`src/rtl/irq_arb_pkg.sv`:
```
`timescale 1ns/1ps
package irq_arb_pkg;
  localparam int NSRC     = 13;
  localparam int CW       = $clog2(NSRC);
  localparam int S_RST    = 0;
  localparam int S_MCHK   = 1;
  localparam int S_HDEC   = 2;
  localparam int S_EXT    = 3;
  localparam int S_CEXT   = 4;
  localparam int S_WDOG   = 5;
  localparam int S_CDB    = 6;
  localparam int S_FIT    = 7;
  localparam int S_PIT    = 8;
  localparam int S_DEC    = 9;
  localparam int S_DB     = 10;
  localparam int S_PERF   = 11;
  localparam int S_THERM  = 12;
  localparam int FIRST_EE = S_WDOG;

  typedef struct packed {
    logic ee;
    logic ce;
    logic hv;
    logic hdice;
    logic lpes0;
    logic hv_present;
    logic dec_cod;
  } irq_ctl_t;
endpackage

```
`src/rtl/irq_elig.sv`:
```
`timescale 1ns/1ps
module irq_elig
  import irq_arb_pkg::*;
(
  input  logic [NSRC-1:0] pend_in,
  input  irq_ctl_t        ctl,
  output logic [NSRC-1:0] elig,
  output logic [NSRC-1:0] clr_on_take
);
  logic [NSRC-1:0] gate;

  for (genvar g = 0; g < NSRC; g++) begin : g_src
    if (g == S_RST || g == S_MCHK) begin : g_nmi
      assign gate[g]        = 1'b1;
      assign clr_on_take[g] = 1'b1;
    end else if (g == S_HDEC) begin : g_hdec
      assign gate[g]        = ctl.hdice & (ctl.ee | ~ctl.hv);
      assign clr_on_take[g] = 1'b1;
    end else if (g == S_EXT) begin : g_ext
      assign gate[g]        = ctl.ee | (ctl.hv_present & ~ctl.hv & ~ctl.lpes0);
      assign clr_on_take[g] = 1'b0;
    end else if (g == S_CEXT) begin : g_cext
      assign gate[g]        = ctl.ce;
      assign clr_on_take[g] = 1'b0;
    end else if (g == S_DEC) begin : g_dec
      assign gate[g]        = ctl.ee;
      assign clr_on_take[g] = ctl.dec_cod;
    end else begin : g_eegrp
      assign gate[g]        = ctl.ee;
      assign clr_on_take[g] = 1'b1;
    end
  end

  assign elig = pend_in & gate;
endmodule

```
`src/rtl/irq_pick.sv`:
```
`timescale 1ns/1ps
module irq_pick #(
  parameter int N  = 13,
  localparam int W = $clog2(N)
) (
  input  logic [N-1:0] elig,
  output logic [N-1:0] sel_oh,
  output logic         any,
  output logic [W-1:0] idx
);
  logic [N:0] blocked;
  assign blocked[0] = 1'b0;

  for (genvar g = 0; g < N; g++) begin : g_chain
    assign sel_oh[g]      = elig[g] & ~blocked[g];
    assign blocked[g + 1] = blocked[g] | elig[g];
  end

  assign any = blocked[N];

  always_comb begin
    idx = '0;
    for (int i = 0; i < N; i++) begin
      if (sel_oh[i]) idx = idx | W'(i);
    end
  end
endmodule

```
`src/rtl/irq_pend.sv`:
```
`timescale 1ns/1ps
module irq_pend #(
  parameter int N = 13
) (
  input  logic         clk,
  input  logic         rst_n,
  input  logic [N-1:0] set,
  input  logic [N-1:0] clr,
  output logic [N-1:0] q
);
  always_ff @(posedge clk or negedge rst_n) begin
    if (!rst_n) q <= '0;
    else        q <= (q & ~clr) | set;
  end

  p_set_wins_r11: assert property (@(posedge clk) disable iff (!rst_n)
    (|set) |=> ((q & $past(set)) == $past(set)))
    else $error("set pulse lost");

  p_clear_takes_r12: assert property (@(posedge clk) disable iff (!rst_n)
    (|(clr & ~set)) |=> ((q & $past(clr & ~set)) == '0))
    else $error("clear did not take");
endmodule

```
`src/rtl/irq_arbiter.sv`:
```
`timescale 1ns/1ps
module irq_arbiter
  import irq_arb_pkg::*;
(
  input  logic            clk,
  input  logic            rst_n,
  input  logic [NSRC-1:0] src_set,
  input  logic            take_req,
  input  logic            msr_ee,
  input  logic            msr_ce,
  input  logic            msr_hv,
  input  logic            lpcr_hdice,
  input  logic            lpcr_lpes0,
  input  logic            hv_present,
  input  logic            dec_clr_on_take,
  input  logic            db_clr,
  input  logic            cdb_clr,
  input  logic            pwr_save,
  output logic            grant_vld,
  output logic [CW-1:0]   grant_cause,
  output logic [NSRC-1:0] pend,
  output logic            irq_line
);
  irq_ctl_t        ctl;
  logic [NSRC-1:0] pend_q, elig, clr_on_take, sel_oh, clr_vec, side_clr;
  logic            any_elig, take;
  logic [CW-1:0]   sel_idx;

  assign ctl = '{ee: msr_ee, ce: msr_ce, hv: msr_hv, hdice: lpcr_hdice,
                 lpes0: lpcr_lpes0, hv_present: hv_present,
                 dec_cod: dec_clr_on_take};

  irq_elig u_elig (
    .pend_in    (pend_q),
    .ctl        (ctl),
    .elig       (elig),
    .clr_on_take(clr_on_take)
  );

  irq_pick #(.N(NSRC)) u_pick (
    .elig  (elig),
    .sel_oh(sel_oh),
    .any   (any_elig),
    .idx   (sel_idx)
  );

  assign take = take_req & any_elig;

  always_comb begin
    side_clr           = '0;
    side_clr[S_DB]     = db_clr;
    side_clr[S_CDB]    = cdb_clr;
    side_clr[S_HDEC]   = pwr_save;
  end

  assign clr_vec = (sel_oh & clr_on_take & {NSRC{take}}) | side_clr;

  irq_pend #(.N(NSRC)) u_pend (
    .clk  (clk),
    .rst_n(rst_n),
    .set  (src_set),
    .clr  (clr_vec),
    .q    (pend_q)
  );

  always_ff @(posedge clk or negedge rst_n) begin
    if (!rst_n) begin
      grant_vld   <= 1'b0;
      grant_cause <= '0;
    end else begin
      grant_vld <= take;
      if (take) grant_cause <= sel_idx;
    end
  end

  assign pend     = pend_q;
  assign irq_line = |pend_q;

  p_pick_onehot_r1: assert property (@(posedge clk) disable iff (!rst_n)
    $onehot0(sel_oh) && ((sel_oh & ~pend_q) == '0))
    else $error("picker selected a non-pending or several sources");

  p_vld_after_req_r10: assert property (@(posedge clk) disable iff (!rst_n)
    grant_vld |-> $past(take_req))
    else $error("grant without request");

  p_ext_sticky_r4: assert property (@(posedge clk) disable iff (!rst_n)
    (take && sel_oh[S_EXT]) |=> pend_q[S_EXT])
    else $error("external cleared by delivery");

  p_cext_sticky_r5: assert property (@(posedge clk) disable iff (!rst_n)
    (take && sel_oh[S_CEXT]) |=> pend_q[S_CEXT])
    else $error("critical external cleared by delivery");

  p_hdec_gate_r3: assert property (@(posedge clk) disable iff (!rst_n)
    (grant_vld && grant_cause == CW'(S_HDEC)) |->
      ($past(lpcr_hdice) && ($past(msr_ee) || !$past(msr_hv))))
    else $error("hyp decrementer delivered while gated");

  p_ee_group_r6: assert property (@(posedge clk) disable iff (!rst_n)
    (grant_vld && grant_cause >= CW'(FIRST_EE)) |-> $past(msr_ee))
    else $error("EE-gated source delivered with EE low");

  p_psave_r9: assert property (@(posedge clk) disable iff (!rst_n)
    (pwr_save && !src_set[S_HDEC]) |=> !pend_q[S_HDEC])
    else $error("power save kept hyp decrementer");
endmodule

```
`config.mk`:
```
export PLATFORM = sky130hd
export DESIGN_NAME = irq_arbiter
export DESIGN_NICKNAME = d
export VERILOG_FILES = /design/src/rtl/irq_arb_pkg.sv /design/src/rtl/irq_elig.sv /design/src/rtl/irq_pick.sv /design/src/rtl/irq_pend.sv /design/src/rtl/irq_arbiter.sv
export SDC_FILE = /design/constraint.sdc
export NUM_CORES = 1
export LEC_CHECK = 0
export CORE_MARGIN = 2
export CORE_UTILIZATION = 28
export CTS_CLUSTER_SIZE = 12
export DETAILED_ROUTE_END_ITERATION = 8
export GPL_TIMING_DRIVEN = 0
export SLEW_MARGIN = 30
export SYNTH_ARGS = -nofsm -noshare
export SYNTH_HDL_FRONTEND = slang
export SYNTH_HIERARCHICAL = 1
export SYNTH_SLANG_ARGS = --single-unit
```
`constraint.sdc`:
```
create_clock -name clk -period 2.95 [get_ports clk]
set_clock_uncertainty 0.05 [all_clocks]
set_input_delay 0.295 -clock clk [delete_from_list [all_inputs] [get_ports clk]]
set_output_delay 0.295 -clock clk [all_outputs]
set_load 0.01 [all_outputs]
```
# Word level (Yosys, flattened, before mapping)
# Cells that the tools add are included.
[word_totals]
register_bits = 18
input_bits = 26
word_cells = 67
[op_classes]
n_reduce_logical = 1
n_mux = 12
bitwise_logic = 51
[op_table]
columns = ["cell", "count"]
rows = [
  ["bitwise AND 13 bit", 4],
  ["two-way mux 4 bit", 5],
  ["bitwise AND 1 bit", 16],
  ["inverter 1 bit", 14],
  ["OR 1 bit", 14],
  ["inverter 13 bit", 1],
  ["OR 13 x 11 -> 13 bit", 1],
  ["OR 13 bit", 1],
  ["OR reduction 13 bit", 1],
  ["two-way mux 3 bit", 4],
  ["two-way mux 2 bit", 2],
  ["two-way mux 1 bit", 1],
]

# Longest topological paths before layout
# Gate-level depths: netlist of run 1.
[logic_depth]
ltp_word = 24
mapped_depth = 11
mapped_depth_nobuf = 9

# Modules after synthesis
# Netlist of run 1, hierarchy kept.
[modules_own_cells]
columns = ["mod", "cells_each", "area_per_inst_um2", "n_inst"]
rows = [
  ["irq_pend", 39, 471.7, 1],
  ["irq_arbiter", 30, 337.8, 1],
  ["irq_pick", 38, 267.8, 1],
  ["irq_elig", 31, 212.7, 1],
]

# Worst setup path before layout of run 1
# Ideal clock, no wire load.
[synth_timing]
kind = "input-to-reg"
from = "in hv_present"
to = "reg u_pend.q[0]"
t_required_ns = 2.836
slack_ns = 0.875
path_stages = 11
t_arrival_ns = 1.961
n_path_buf = 2
setup_time_ns = 0.064
path_cell_list = "nor3b_2 -> o21a_1 -> nor4_4 -> nand3_2 -> nand2b_1 -> and2_4 -> buf_6 -> buf_8 -> and3_1 -> inv_1 -> a21o_1"
[synth_via]
elab_chain_cells = 20
[synth_rtl]
columns = ["element", "line_no", "text"]
rows = [
  ["start: declaration", "irq_arbiter.sv:14", "input logic hv_present,"],
  ["bitwise AND 1 bit (2 in series)", "irq_elig.sv:20", "assign gate[g] = ctl.ee | (ctl.hv_present & ~ctl.hv & ~ctl.lpes0);"],
  ["OR 1 bit", "irq_elig.sv:20", ""],
  ["bitwise AND 13 bit", "irq_elig.sv:34", "assign elig = pend_in & gate;"],
  ["net elig[3]", "irq_arbiter.sv:25", "logic [NSRC-1:0] pend_q, elig, clr_on_take, sel_oh, clr_vec, side_clr;"],
  ["OR 1 bit (10 in series)", "irq_pick.sv:16", "assign blocked[g + 1] = blocked[g] | elig[g];"],
  ["net any_elig", "irq_arbiter.sv:26", "logic any_elig, take;"],
  ["bitwise AND 1 bit", "irq_arbiter.sv:47", "assign take = take_req & any_elig;"],
  ["net take", "irq_arbiter.sv:26", ""],
  ["bitwise AND 13 bit", "irq_arbiter.sv:56", "assign clr_vec = (sel_oh & clr_on_take & {NSRC{take}}) | side_clr;"],
  ["OR 13 x 11 -> 13 bit", "irq_arbiter.sv:56", ""],
  ["net clr_vec[0]", "irq_arbiter.sv:25", ""],
  ["inverter 13 bit", "irq_pend.sv:13", "else q <= (q & ~clr) | set;"],
  ["bitwise AND 13 bit", "irq_pend.sv:13", ""],
  ["OR 13 bit", "irq_pend.sv:13", ""],
  ["end signal: assignment", "irq_pend.sv:13", ""],
  ["end: declaration", "irq_pend.sv:9", "output logic [N-1:0] q"],
]
# The timed path passes the listed nets, and every way through them passes these cells.
# A chain may end at the register's enable or synchronous reset.

# Worst setup path in the final report of run 1
[layout_timing]
from = "in msr_ee"
to = "reg u_pend.q[8]"
[layout_via]
word_cells_on_any_way = 24
classes_between = "24 x bitwise"
[layout_lines]
columns = ["element", "line_no", "text"]
rows = [
  ["start: declaration", "irq_arbiter.sv:9", "input logic msr_ee,"],
  ["OR 1 bit", "irq_elig.sv:20", ""],
  ["bitwise AND 13 bit", "irq_elig.sv:34", ""],
  ["net elig[3]", "irq_arbiter.sv:25", ""],
  ["OR 1 bit (10 in series)", "irq_pick.sv:16", ""],
  ["net any_elig", "irq_arbiter.sv:26", ""],
  ["bitwise AND 1 bit", "irq_arbiter.sv:47", ""],
  ["net take", "irq_arbiter.sv:26", ""],
  ["bitwise AND 13 bit", "irq_arbiter.sv:56", ""],
  ["OR 13 x 11 -> 13 bit", "irq_arbiter.sv:56", ""],
  ["net clr_vec[8]", "irq_arbiter.sv:25", ""],
  ["inverter 13 bit", "irq_pend.sv:13", ""],
  ["bitwise AND 13 bit", "irq_pend.sv:13", ""],
  ["OR 13 bit", "irq_pend.sv:13", ""],
]
# The timed path passes the listed nets, and every way through them passes these cells.

==> flow_summary.ini, run 1 <==
[clock_tree]
cts_htree_levels = 1
cts.clk_slew.worst_paths_ns = 0.07
cts_setup_buffers = 0
clk_root_buffer_cell = clkbuf_8
ctsResizeCount = 0
cts_made_buffers = 3
clkSinkCount = 18
cts_tree = yes
clock_latency_ns = 0.25
cts_max_path_buffers = 2

[logic_synthesis]
synth_cells = 138
synth-xor-area-share_pct = 0
ys_warn_count = 6
synth-seq-cells = 18
synth_top_area_cell = dfrtp_1
synth_area_leaders = dfrtp_1, buf_4, a21o_1
seq_area_frac_synth_pct = 34.9
ys.flop_type = dfrtp_1
synth_top_area_share_pct = 34.9
synth_edf_count = 0
synth_area_mm2 = 0.00129
synth_compound_area_share_pct = 14.8
synth_adder_area_share_pct = 0
syn_avg_cell_area_um2 = 9.35
synth_cell_type_count = 35
muxShareOfSynthArea_pct = 4.66
synth-simple-area-share_pct = 29.0
synth_top_family_by_area = simple AND/OR/NAND/NOR gates
yosysMostFrequentCell = dfrtp_1
synthTopCellsByCount = dfrtp_1, buf_4, inv_1
ys_async_sr_fraction_pct = 100

[detailed_routing]
wl_per_cell_um = 11.7
wirelength_mm = 2.90
post-route-drc-count = 0
post_drt_via_cell_ratio = 4.34
drt-initial-drc-count = 13
ant_nets = 0
drt_first_pass_iters = 4
num_vias = 1076

[setup_path]
crit_type = in -> reg
end_kind = register
path_cells = clkdlybuf4s50_1 -> o21a_1 -> nor4_4 -> nand3_2 -> nand2b_1 -> and2_4 -> buf_6 -> buf_8 -> and3_1 -> inv_1 -> a21o_1
cp_top_family = simple AND/OR/NAND/NOR gates
worst-path-buf-inv = 4
worst_path_largest_cell_delay_ns = 0.57
arrival_ns = 2.69
crit_path_top_delay_cell = clkdlybuf4s50_1
worstPathRequired_ns = 3.10
critPathLaunchType = primary input
cp_max_fo = 10

[finish]
fillers = 446
fin_cells = 248
syn2layout_area_growth_pct = 46.0
multiInputGateArea_um2 = 671
nets = 223
drive_above_1_share_pct = 19.9
antenna_cells = 0
final_area_mm2 = 0.00188
seq_area_um2 = 450
fin_util_pct = 43.0

[global_route]
grt_max_degree = 19
grt_pass1_vias = 999
grt_overflow = 0
antenna_found_initial = 0
grt_pass1_wl_mm = 4.74
track_usage_pct = 11.9

[placement]
hpwlAfterDp_mm = 2.23
port_buffers = 43
gpl.final_weighted_congestion = 0.763
post-place-ws_ns = 0.0918
dp_cells = 243
dpl_cell_area_mm2 = 0.00182

[power_and_ir_drop]
power_density_mw_per_mm2 = 314
leakage_nw = 0.803
ir_drop_uv = 137
power_mw = 0.591

[die]
die_area_mm2 = 0.00517
die_height_um = 71.9
start_util_pct = 29.4
ios = 45
core_area_mm2 = 0.00438
rows = 24
die_w_um = 71.9

[timing]
report.final.setup_viol = 0
period_share_pct = 86.2
setup_slack_ns = 0.407
fin_crit_ns = 2.54
slew_viol_final = 0
rsz0062_at_grt = no
hold_viol = 0
whs_ns = 0.402
setup_tns_ns = 0
max_freq_mhz = 393

[status]
outcome = completed

[run]
drv_cap = 0

[min_path]
min_path_type = in -> reg
placed cells by master (no fill, tap or decap), types with 3 or more instances in the layout:
cell type / netlist / final
mux2_4: 4 / 4
a31o_2: 3 / 3
nand2_1: 3 / 3
conb_1: 2 / 12
nand2b_1: 3 / 3
nor3b_1: 4 / 4
a21o_1: 13 / 13
clkbuf_8: 0 / 4
buf_4: 16 / 16
clkdlybuf4s50_1: 0 / 42
nor4_1: 4 / 4
dfrtp_1: 18 / 18
nor2_1: 11 / 11
and2_1: 10 / 10
inv_1: 16 / 16
and3_1: 10 / 10
repair_timing:
item	CTS	global route
hold buffers	0	1
endpoints found under the setup margin	0	0
endpoints found under the hold margin	0	18
cell type report:
| type | count | area share [%] |
|---|---|---|
| Clock buffer | 4 | 2.92 |
| Buffer | 18 | 7.77 |
| Tap cell | 52 | 3.46 |
| Inverter | 16 | 3.19 |
| Multi-Input combinational cell | 96 | 35.6 |
| Timing Repair Buffer | 44 | 23.1 |
| Sequential cell | 18 | 23.9 |
worst reg2reg max path, delay by kind of cell (launching register included):
| kind | cells | cell delay (ns) |
|---|---|---|
| compound gates | 1 | 0.10 |
| simple gates | 5 | 1.13 |
| flops | 1 | 0.42 |
| buf+inv | 4 | 0.51 |
kinds of logic (layout without fill, tap and decap cells):
logic type / Yosys count / in the layout
DFF: 18 / 18
other: 2 / 12
AOI/OAI and AO/OA: 23 / 23
muxes: 4 / 4
and+or+nand+nor: 57 / 57
buffers and inverters: 34 / 82
state kept, by name, summed over array words and instances (netlist names):
name         flops
grant_cause      4
grant_vld        1
u_pend/q        13
report_power, final:
group / internal, mW / total [mW] / switching, mW
clock: 0.119 / 0.205 / 0.0865
combinational: 0.0771 / 0.127 / 0.0496
sequential: 0.253 / 0.259 / 0.00565
routing by layer:
metal	global-route usage, %	vias up	share of wire [%]
li1	-	567	-
met1	16.4	482	48
met2	18.1	25	46
met3	2.39	2	5.0
met4	5.03	0	0.72
met5	0	-	0
worst paths after layout:
| path | start | end | slack [ns] | cells after the start |
|---|---|---|---|---|
| min in group asynchronous | rst_n | u_pend/q[5] | 0.46 | 2 |
| worst max-delay path | msr_ee | u_pend/q[8] | 0.41 | 11 |
| max in group asynchronous | rst_n | u_pend/q[9] | 2.10 | 2 |
| worst min register to register | grant_cause[3] | grant_cause[3] | 0.46 | 1 |
| worst min-delay path | dec_clr_on_take | u_pend/q[9] | 0.40 | 4 |
| worst max register to register | u_pend/q[1] | u_pend/q[8] | 0.69 | 10 |
No activity file was read; power rests on OpenSTA's default activity.
==> run 2, diff against run 1 <==
CORE_UTILIZATION = 46   (was 28)
PLACE_DENSITY = 0.81   (was unset)
==> flow_summary.ini, run 2 (synthesis results as in run 1) <==
[timing]
max_freq_mhz = 396
fin_crit_ns = 2.52
rsz0062_at_grt = no
tightest_slew_ns = 0.845
slew_headroom_pct = 43.5
period_share_pct = 85.5
slew_viol_final = 0
hold_viol = 0
setup_tns_ns = 0
report.final.setup_viol = 0

[die]
die_area_mm2 = 0.00324
ios = 45
rows = 19
start_util_pct = 47.6
die_height_um = 57.0
die_w_um = 57.0
core_area_mm2 = 0.00271

[setup_path]
end_kind = register
cp_max_fo = 10
setup.worst_path.start = msr_ee
crit_path_end = u_pend/q[5]
r2r_cells = 10
worstPathRequired_ns = 3.14
crit_path_top_delay_cell = clkdlybuf4s50_1
path_cells = clkdlybuf4s50_1 -> o21a_1 -> nor4_4 -> nand3_2 -> nand2b_1 -> and2_4 -> buf_6 -> buf_8 -> and3_1 -> inv_1 -> a21o_1
rr_startpoint = u_pend/q[1]
r2r_slack_ns = 0.68
worst_path_largest_cell_delay_ns = 0.56
critPathLaunchType = primary input
arrival_ns = 2.71
reg2reg_to = u_pend/q[5]
crit_type = in -> reg

[finish]
mostFrequentLayoutCells = clkdlybuf4s50_1, dfrtp_1, inv_1, buf_4, a21o_1
largest_reg_flops = 13
final_common_cell = clkdlybuf4s50_1
antenna_cells = 0
largestRegisters = u_pend/q (13), grant_cause (4), grant_vld (1)
regMostFlops = u_pend/q
syn2layout_area_growth_pct = 42.1
drive_above_1_share_pct = 19.5
fillers = 250
nets = 222

[clock_tree]
clk_root_buffer_cell = clkbuf_4
cts_setup_buffers = 0
cts_tree = yes
cts.clk_slew.worst_paths_ns = 0.12
clkSinkCount = 18
cts_max_path_buffers = 2
ctsResizeCount = 0
cts_made_buffers = 3
clock_latency_ns = 0.30
cts_htree_levels = 1
hold_buffers = 0

[detailed_routing]
drt-initial-drc-count = 12
ant_nets = 0
wl_per_cell_um = 12.7
post_drt_via_cell_ratio = 4.89
num_vias = 1106
post-route-drc-count = 0
drt_first_pass_iters = 4
wirelength_mm = 2.87

[power_and_ir_drop]
power_mw = 0.545
power_density_mw_per_mm2 = 297
ir_drop_uv = 217
leakage_nw = 0.791

[placement]
gpl.final_weighted_congestion = 0.836
hpwlAfterDp_mm = 2.21
port_buffers = 43

[global_route]
grt_pass1_wl_mm = 4.99
grt_pass1_vias = 1122
grt_max_degree = 19
antenna_found_initial = 0
track_usage_pct = 19.5
grt_overflow = 0

[min_path]
min_path_type = in -> reg

[run]
drv_cap = 0

[status]
outcome = completed
run 2: worst max-delay path: cells and delay by family:
| kind | cells | cell delay [ns] |
|---|---|---|
| buffers and inverters | 4 | 0.89 |
| and+or+nand+nor | 5 | 1.10 |
| AOI/OAI and AO/OA | 2 | 0.42 |
run 2: layout make-up:
class / count / area [um2] / share of cell area [%]
clock buffer: 4 / 36.3 / 1.98
multi-input combinational: 96 / 671 / 36.6
inverter: 16 / 60.1 / 3.28
tap: 31 / 38.8 / 2.12
timing repair buffer: 43 / 430 / 23.5
sequential: 18 / 450 / 24.6
buffer: 18 / 146 / 7.99
run 2: per-stage QoR:
step / utilization (%) / cells / hold WS [ns] / setup WS (ns) / instance area [um2]
after floorplan: - / 148 / -0.0506 / 0.875 / 1330
after global placement: 66.3 / 222 / 0.448 / 0.155 / 1800
after detailed placement: 66.3 / 222 / 0.450 / 0.0948 / 1800
after CTS: 67.6 / 226 / 0.337 / 0.415 / 1830
after global routing: 67.6 / 226 / 0.354 / 0.206 / 1830
final: 67.6 / 226 / 0.341 / 0.428 / 1830
run 2: worst min-delay path by stage:
stage                     cells after the start       startpoint             end  slack (ns)
final                                         4  dec_clr_on_take     u_pend/q[9]        0.34
after global routing                          4  dec_clr_on_take     u_pend/q[9]        0.35
after CTS                                     4  dec_clr_on_take     u_pend/q[9]        0.34
after detailed placement                      1   grant_cause[1]  grant_cause[1]        0.45
after global placement                        1   grant_cause[2]  grant_cause[2]        0.45
after floorplan                               0            rst_n  grant_cause[0]       -0.05
run 2: power breakdown:
group	leakage (nW)	internal, mW	total [mW]	switching (mW)
clock network	0.0210	0.0753	0.159	0.0838
logic	0.582	0.0769	0.127	0.0504
registers	0.188	0.253	0.259	0.00574
total	0.791	0.405	0.545	0.140
run 2: routing by layer:
| layer | track usage, % | vias to the layer above | part of all wire, % | routed length (um) |
|---|---|---|---|---|
| met1 | 23.9 | 507 | 45 | 1280 |
| met4 | 6.31 | 0 | 0.52 | 15 |
| li1 | - | 560 | - | - |
| met5 | 0 | - | 0 | 0 |
| met2 | 34.3 | 37 | 49 | 1420 |
| met3 | 3.85 | 2 | 5.5 | 158 |
==> run 3, diff against run 2 <==
==> constraint.sdc (replaced) <==
create_clock -name clk -period 2.95 [get_ports clk]
set_clock_uncertainty 0.05 [all_clocks]
set_input_delay 0.885 -clock clk [delete_from_list [all_inputs] [get_ports clk]]
set_output_delay 0.885 -clock clk [all_outputs]
set_load 0.01 [all_outputs]
==> flow_summary.ini, run 3 (synthesis results as in run 1) <==
[status]
outcome = completed

[power_and_ir_drop]
leakage_nw = 0.802
p_sw_share_pct = 25.7
ir_drop_uv = 217
p_int_mw = 0.405
p_switching_mw = 0.140
pwr-share-clk_pct = 29.2
seqPwrFrac_pct = 47.5
power_mw = 0.545
p_comb_share_pct = 23.3
power_density_mw_per_mm2 = 295

[finish]
antenna_cells = 0
fin_cells = 228
drive_above_1_share_pct = 20.3
largestRegisters = u_pend/q (13), grant_cause (4), grant_vld (1)
mostFrequentLayoutCells = clkdlybuf4s50_1, dfrtp_1, buf_4
largest_reg_flops = 13
regMostFlops = u_pend/q
final_area_mm2 = 0.00185
nets = 224
final_common_cell = clkdlybuf4s50_1
fin_util_pct = 68.1
syn2layout_area_growth_pct = 43.2
fillers = 247

[clock_tree]
hold_buffers = 0
clock_latency_ns = 0.30
clkSinkCount = 18
cts_max_path_buffers = 2
cts.clk_slew.worst_paths_ns = 0.12
cts_made_buffers = 3
cts_tree = yes
cts_htree_levels = 1
clk_root_buffer_cell = clkbuf_4

[setup_path]
path_cells = clkdlybuf4s50_1 -> nor3b_2 -> o21a_1 -> nor4_4 -> nand3_2 -> nand2b_1 -> and2_4 -> buf_6 -> buf_8 -> and3_1 -> inv_1 -> a21o_1
crit_path_top_delay_cell = clkdlybuf4s50_1
end_kind = register
cp_max_fo = 10
critPathLaunchType = primary input
crit_type = in -> reg
worstPathRequired_ns = 3.14
arrival_ns = 2.97
worst_path_largest_cell_delay_ns = 0.51

[global_route]
antenna_found_initial = 0
top_usage_layer = met2
grt_overflow = 0
met1_usage_pct = 24.2
grt.met2_usage_pct = 34.8
grt_pass1_vias = 1139
grt_pass1_wl_mm = 5.04
met3_usage_pct = 3.85
grt_max_degree = 19
track_usage_pct = 19.7

[timing]
hold_viol = 0
whs_ns = 0.477
slew_viol_final = 0
period_share_pct = 94.3
setup_tns_ns = 0
max_freq_mhz = 360
rsz0062_at_grt = no
tightest_slew_ns = 0.846
slew_headroom_pct = 43.4
fin_crit_ns = 2.78
setup_slack_ns = 0.169
report.final.setup_viol = 0

[detailed_routing]
post-route-drc-count = 0
drt-initial-drc-count = 9
post_drt_via_cell_ratio = 4.87
wl_per_cell_um = 12.7
wirelength_mm = 2.89
ant_nets = 0
drt_first_pass_iters = 4
num_vias = 1111

[placement]
gpl.final_weighted_congestion = 0.836
dp_cells = 222
hpwlAfterDp_mm = 2.21
dpl_cell_area_mm2 = 0.00180
port_buffers = 43
post-place-ws_ns = -0.495

[die]
start_util_pct = 47.6
rows = 19
die_w_um = 57.0
ios = 45
core_area_mm2 = 0.00271
die_height_um = 57.0
die_area_mm2 = 0.00324

[run]
drv_cap = 0

[min_path]
min_path_type = reg -> reg
[run 3: critical path: cells and delay by family]
kind	cells	cell delay (ns)
AO/OA/AOI/OAI	2	0.32
AND/OR/NAND/NOR	6	0.92
buffers and inverters	4	0.84
[run 3: worst paths after layout]
path | startpoint | to | slack, ns | depth (start not counted)
max | msr_hv | u_pend/q[0] | 0.17 | 12
min | grant_cause[2] | grant_cause[2] | 0.48 | 1
max in group asynchronous | rst_n | u_pend/q[3] | 1.32 | 1
min in group asynchronous | rst_n | grant_cause[2] | 1.00 | 1
min reg2reg | grant_cause[2] | grant_cause[2] | 0.48 | 1
max reg2reg | u_pend/q[8] | u_pend/q[0] | 0.74 | 10
[run 3: area by class of cell]
class	count	area [um2]	share of cell area, %
Multi-Input combinational cell	96	671	36.3
Sequential cell	18	450	24.4
Timing Repair Buffer	45	444	24.1
Buffer	18	146	7.93
Inverter	16	60.1	3.25
Tap cell	31	38.8	2.10
Clock buffer	4	36.3	1.96
[run 3: power groups by stage]
| stage | Sequential (mW) | Clock (mW) | Combinational, mW |
|---|---|---|---|
| finish | 0.259 | 0.159 | 0.127 |
| floorplan | 0.266 | 0 | 0.0634 |
| detailed placement | 0.264 | 0 | 0.127 |
| CTS | 0.259 | 0.167 | 0.127 |
| global placement | 0.263 | 0 | 0.124 |
| global route | 0.260 | 0.174 | 0.138 |
[run 3: repair_timing]
| item | 4_1_cts | 5_1_grt |
|---|---|---|
| setup buffers | 2 | 0 |
| pin swaps | 2 | 1 |
| gates resized for setup | 1 | 0 |
| setup endpoints to repair | 15 | 1 |
[run 3: layer usage]
layer  wire length [um]  up-vias
met5                  0        -
met4                 15        0
met3                146        2
met2               1420       31
met1               1310      516
li1                   -      562
